<file path="config.mk">
export PLATFORM = sky130hd
export DESIGN_NAME = vec_unzip_unit
export DESIGN_NICKNAME = d
export VERILOG_FILES = /design/src/rtl/vunzip_pkg.sv /design/src/rtl/vunzip_decode.sv /design/src/rtl/vunzip_pack.sv /design/src/rtl/vunzip_select.sv /design/src/rtl/vec_unzip_unit.sv
export SDC_FILE = /design/constraint.sdc
export NUM_CORES = 1
export LEC_CHECK = 0
export CAP_MARGIN = 15
export CORE_AREA = 2 2 305 307
export DETAILED_ROUTE_END_ITERATION = 6
export DIE_AREA = 0 0 307 309
export HOLD_SLACK_MARGIN = 0.08
export PLACE_DENSITY = 0.48
export SYNTH_ARGS = -nofsm -noshare
export SYNTH_HDL_FRONTEND = slang
export SYNTH_SLANG_ARGS = --single-unit
</file>
<file path="constraint.sdc">
create_clock -name clk -period 2.1 [get_ports clk]
set_input_delay 0.42 -clock clk [delete_from_list [all_inputs] [get_ports clk]]
set_output_delay 0.42 -clock clk [all_outputs]
set_load 0.005 [all_outputs]
</file>
<file path="src/rtl/vunzip_pkg.sv">
package vunzip_pkg;

  localparam int NUM_WIDTHS = 5;
  localparam int WIDE_BITS  = 128;

  typedef enum logic [2:0] {
    EW_8   = 3'd0,
    EW_16  = 3'd1,
    EW_32  = 3'd2,
    EW_64  = 3'd3,
    EW_128 = 3'd4
  } ewidth_e;

  function automatic int ewidth_bits(input ewidth_e w);
    return 8 << int'(w);
  endfunction

endpackage

</file>
<file path="src/rtl/vunzip_decode.sv">
module vunzip_decode
  import vunzip_pkg::*;
#(
  parameter int VL = 256
) (
  input  logic [1:0] size_code,
  input  logic       wide_form,
  output ewidth_e    width_sel,
  output logic       too_short
);

  always_comb begin
    if (wide_form) width_sel = EW_128;
    else           width_sel = ewidth_e'({1'b0, size_code});
    too_short = (VL < 2 * ewidth_bits(width_sel));
  end

endmodule

</file>
<file path="src/rtl/vunzip_pack.sv">
module vunzip_pack #(
  parameter int VL  = 256,
  parameter int ESZ = 8
) (
  input  logic [VL-1:0] src_a,
  input  logic [VL-1:0] src_b,
  input  logic          odd_sel,
  output logic [VL-1:0] packed_out
);

  localparam int PAIRS = VL / (2 * ESZ);

  generate
    if (PAIRS == 0) begin : g_empty
      assign packed_out = '0;
    end else begin : g_pairs
      for (genvar p = 0; p < PAIRS; p++) begin : g_pick
        assign packed_out[p*ESZ +: ESZ] =
          odd_sel ? src_a[(2*p+1)*ESZ +: ESZ] : src_a[(2*p)*ESZ +: ESZ];
        assign packed_out[(PAIRS+p)*ESZ +: ESZ] =
          odd_sel ? src_b[(2*p+1)*ESZ +: ESZ] : src_b[(2*p)*ESZ +: ESZ];
      end
    end
  endgenerate

endmodule

</file>
<file path="src/rtl/vunzip_select.sv">
module vunzip_select
  import vunzip_pkg::*;
#(
  parameter int VL = 256
) (
  input  logic [VL-1:0] cand [NUM_WIDTHS],
  input  ewidth_e       width_sel,
  output logic [VL-1:0] picked
);

  always_comb begin
    picked = '0;
    for (int k = 0; k < NUM_WIDTHS; k++) begin
      if (int'(width_sel) == k) picked = cand[k];
    end
  end

endmodule

</file>
<file path="src/rtl/vec_unzip_unit.sv">
module vec_unzip_unit
  import vunzip_pkg::*;
#(
  parameter int VL = 256
) (
  input  logic          clk,
  input  logic          rst,
  input  logic          in_valid,
  input  logic [VL-1:0] src_a,
  input  logic [VL-1:0] src_b,
  input  logic [1:0]    size_code,
  input  logic          wide_form,
  input  logic          odd_sel,
  output logic          out_valid,
  output logic          out_undef,
  output logic [VL-1:0] result
);

  ewidth_e       width_sel;
  logic          too_short;
  logic [VL-1:0] cand [NUM_WIDTHS];
  logic [VL-1:0] picked;

  vunzip_decode #(.VL(VL)) u_dec (
    .size_code (size_code),
    .wide_form (wide_form),
    .width_sel (width_sel),
    .too_short (too_short)
  );

  generate
    for (genvar k = 0; k < NUM_WIDTHS; k++) begin : g_width
      vunzip_pack #(.VL(VL), .ESZ(8 << k)) u_pack (
        .src_a      (src_a),
        .src_b      (src_b),
        .odd_sel    (odd_sel),
        .packed_out (cand[k])
      );
    end
  endgenerate

  vunzip_select #(.VL(VL)) u_sel (
    .cand      (cand),
    .width_sel (width_sel),
    .picked    (picked)
  );

  always_ff @(posedge clk) begin
    if (rst) begin
      out_valid <= 1'b0;
      out_undef <= 1'b0;
      result    <= '0;
    end else begin
      out_valid <= in_valid;
      out_undef <= in_valid & too_short;
      if (in_valid) result <= too_short ? '0 : picked;
    end
  end

endmodule

</file>
==> flow_metrics.env <==
export IMPL_drt_pass1_iter_count=6
export IMPL_io_pins=777
export IMPL_power_density_mw_per_mm2=564.6
export IMPL_grt_overflow=0
export IMPL_synthTopCellsByArea="dfxtp_1 23%, mux2i_1 12%, nor2_1 5.2%, o221ai_1 4.9%, nand2_1 4.6%"
export IMPL_ir_worst_vdd_mv=0.4867
export IMPL_finalHoldViolations=0
export IMPL_r2r_slack_ns=1.17
export IMPL_synth_cell_type_count=78
export IMPL_io_buffer_count=776
export IMPL_vias=29680
export IMPL_yosys_warnings=0
export IMPL_placed_area_mm2=0.03410
export IMPL_grt_pass1_wl_mm=234.0
export IMPL_mostFrequentLayoutCell="clkdlybuf4s50_1"
export IMPL_ant_nets=0
export IMPL_routed_wl_mm=172.4
export IMPL_preCtsSetupSlack_ns=-0.09137
export IMPL_min_period_ns=2.043
export IMPL_synthSimpleGateAreaFrac_pct=18.10
export IMPL_worst_pin_slew_ns=1.104
export IMPL_critPathKind="reg -> out"
export IMPL_postSynthCellCount=2911
export IMPL_routed_via_density=5.863
export IMPL_crit_path_start_kind="register"
export IMPL_cts_buffers=41
export IMPL_cp_required_ns=1.68
export IMPL_synth_top_family_by_area="compound AO/OA/AOI/OAI gates"
export IMPL_yosys_area_top_type="dfxtp_1"
export IMPL_clock_root_buffer="clkbuf_16"
export IMPL_area_growth_pct=58.81
export IMPL_path_buf_inv=1
export IMPL_n_fill_cell=9522
export IMPL_fmax_ghz=0.4896
export IMPL_hold_buffers=0
export IMPL_clockBufferDepth=3
export IMPL_fp_coreArea_mm2=0.09139
export IMPL_slew_viol_final=0
export IMPL_maxSlewHeadroom_pct=26.41
export IMPL_dr_max_layer_used="met5"
export IMPL_dp_hpwl_mm=136.1
export IMPL_finalSetupViolCount=0
export IMPL_postCtsSetupBuffers=0
export IMPL_fin_worst_skew_ns=0
export IMPL_globalplace_congestion=0.9748
export IMPL_die_h_um=309
export IMPL_clk_latency_ns=0.59
export IMPL_htreeDepth=2
export IMPL_worst_path_largest_cell_delay_ns=0.64
export IMPL_grt_pass1_vias=29300
export IMPL_nets=4350
export IMPL_grt_use_total_pct=34.64
export IMPL_wl_per_cell_um=34.07
export IMPL_rsz0062_at_grt="false"
export IMPL_synth_top_area_share_pct=23.12
export IMPL_drt_iter0_markers=2662
export IMPL_post_route_drc_count=0
export IMPL_critical_path_cell_chain="clkdlybuf4s50_1"
export IMPL_synth_edf_count=0
export IMPL_cts_tree="yes"
export IMPL_fp_row_count=111
export IMPL_whs_ns=0.3724
export IMPL_min_path_type="in -> reg"
export IMPL_fin_ws_ns=0.05738
export IMPL_wl_met3_mm=13.02
export IMPL_avgSynthCellArea_um2=7.675
export IMPL_synth_seq_area_share_pct=23.12
export IMPL_critPathMaxFanout=2
export IMPL_synth_mux_area_share_pct=17.05
export IMPL_fin_cells=5061
export IMPL_drv_cap=0
export IMPL_wl_met1_mm=63.01
export IMPL_synth_area_mm2=0.02234
export IMPL_arrival_ns=1.62
export IMPL_fin_area_mm2=0.03548
export IMPL_syn_num_nets=3430
export IMPL_layout_drive_gt1_share_pct=15.31
export IMPL_initial_utilization_pct=24.45
export IMPL_ys_flop_type="dfxtp_1"
export IMPL_grt_max_degree=64
export IMPL_cp_end_kind="output port"
export IMPL_post_cts_resized=2
export IMPL_report_power_total_mw=20.03
export IMPL_cts_sinks=258
export IMPL_die_area_mm2=0.09486
export IMPL_async_flop_share_pct=0
export IMPL_dp_cells=4974
export IMPL_ys_seq_elements=258
export IMPL_path_delay_family="buffers and inverters"
export IMPL_synth_xor_area_share_pct=0.03920
export IMPL_cp_slowest_cell="clkdlybuf4s50_1"
export IMPL_synth_compound_area_share_pct=33.21
export IMPL_wl_met2_mm=85.79
export IMPL_leakage_nw=13.64
export IMPL_antenna_found_initial=46
export IMPL_layout_common_cells="769 x clkdlybuf4s50_1, 341 x buf_4, 308 x nor2_1"
export IMPL_clk_pin_slew_ns=0.06
export IMPL_outcome="complete, no violations"
export IMPL_finalCritPeriodShare_pct=97.27
export IMPL_synth_fa_ha_area_share_pct=0
export IMPL_die_width_um=307
[logic make-up (layout without fill, tap and decap cells)]
logic type,Yosys count,count (layout)
AND/OR/NAND/NOR,884,884
XOR/XNOR,1,1
AO/OA/AOI/OAI,1035,1035
multiplexers,351,351
other,1,17
flip-flops,258,258
buffers and inverters,381,1329
[cell usage after synthesis (all sizes together) (51+ instances only)]
| cell | count |
|---|---|
| o31ai | 75 |
| mux2i | 276 |
| a211oi | 92 |
| nor3 | 78 |
| nand2 | 274 |
| nor2 | 311 |
| nor2b | 57 |
| dfxtp | 258 |
| o21ai | 201 |
| o221ai | 124 |
| inv | 64 |
| mux2 | 57 |
| a21oi | 142 |
| buf | 189 |
| clkbuf | 127 |
| nand2b | 51 |
[registers in the layout, summed over array words and instances (netlist names)]
name       count
result       256
out_undef      1
out_valid      1
[layer usage]
metal,vias up,GRT usage [%]
li1,12930,-
met3,440,7.879
met2,1501,62.13
met5,-,0
met1,14740,38.25
met4,58,17.72
[final timing paths]
kind                             startpoint     endpoint  depth (start not counted)
worst max-delay path            result[119]  result[119]                          1
worst min-delay path              wide_form   result[10]                          4
worst max register to register  result[255]  result[255]                          2
worst min register to register  result[186]  result[186]                          2
[per-stage QoR]
stage,util (%),TNS (ns)
5_1_grt,38.80,0
3_3_place_gp,37.31,-0.5731
6_report,38.83,0
3_5_place_dp,37.31,-0.6541
2_1_floorplan,-,0
4_1_cts,38.78,0
[layout make-up]
| type | count | area (um^2) | area share, % |
|---|---|---|---|
| clock inverter | 10 | 103.9 | 0.2927 |
| multi-input combinational | 2272 | 15320 | 43.19 |
| clock buffer | 61 | 1244 | 3.505 |
| sequential | 258 | 5166 | 14.56 |
| tap | 1186 | 1484 | 4.182 |
| timing repair buffer | 1193 | 11870 | 33.46 |
| antenna | 16 | 40.04 | 0.1128 |
| inverter | 65 | 249.0 | 0.7017 |
[where the power goes]
part / leakage, nW / internal [mW] / switching, mW
combinational: 10.8 / 3.41 / 3.77
sequential: 2.14 / 5.31 / 0.292
clock: 0.672 / 4.31 / 2.94
(Power assumes the default switching activity.)
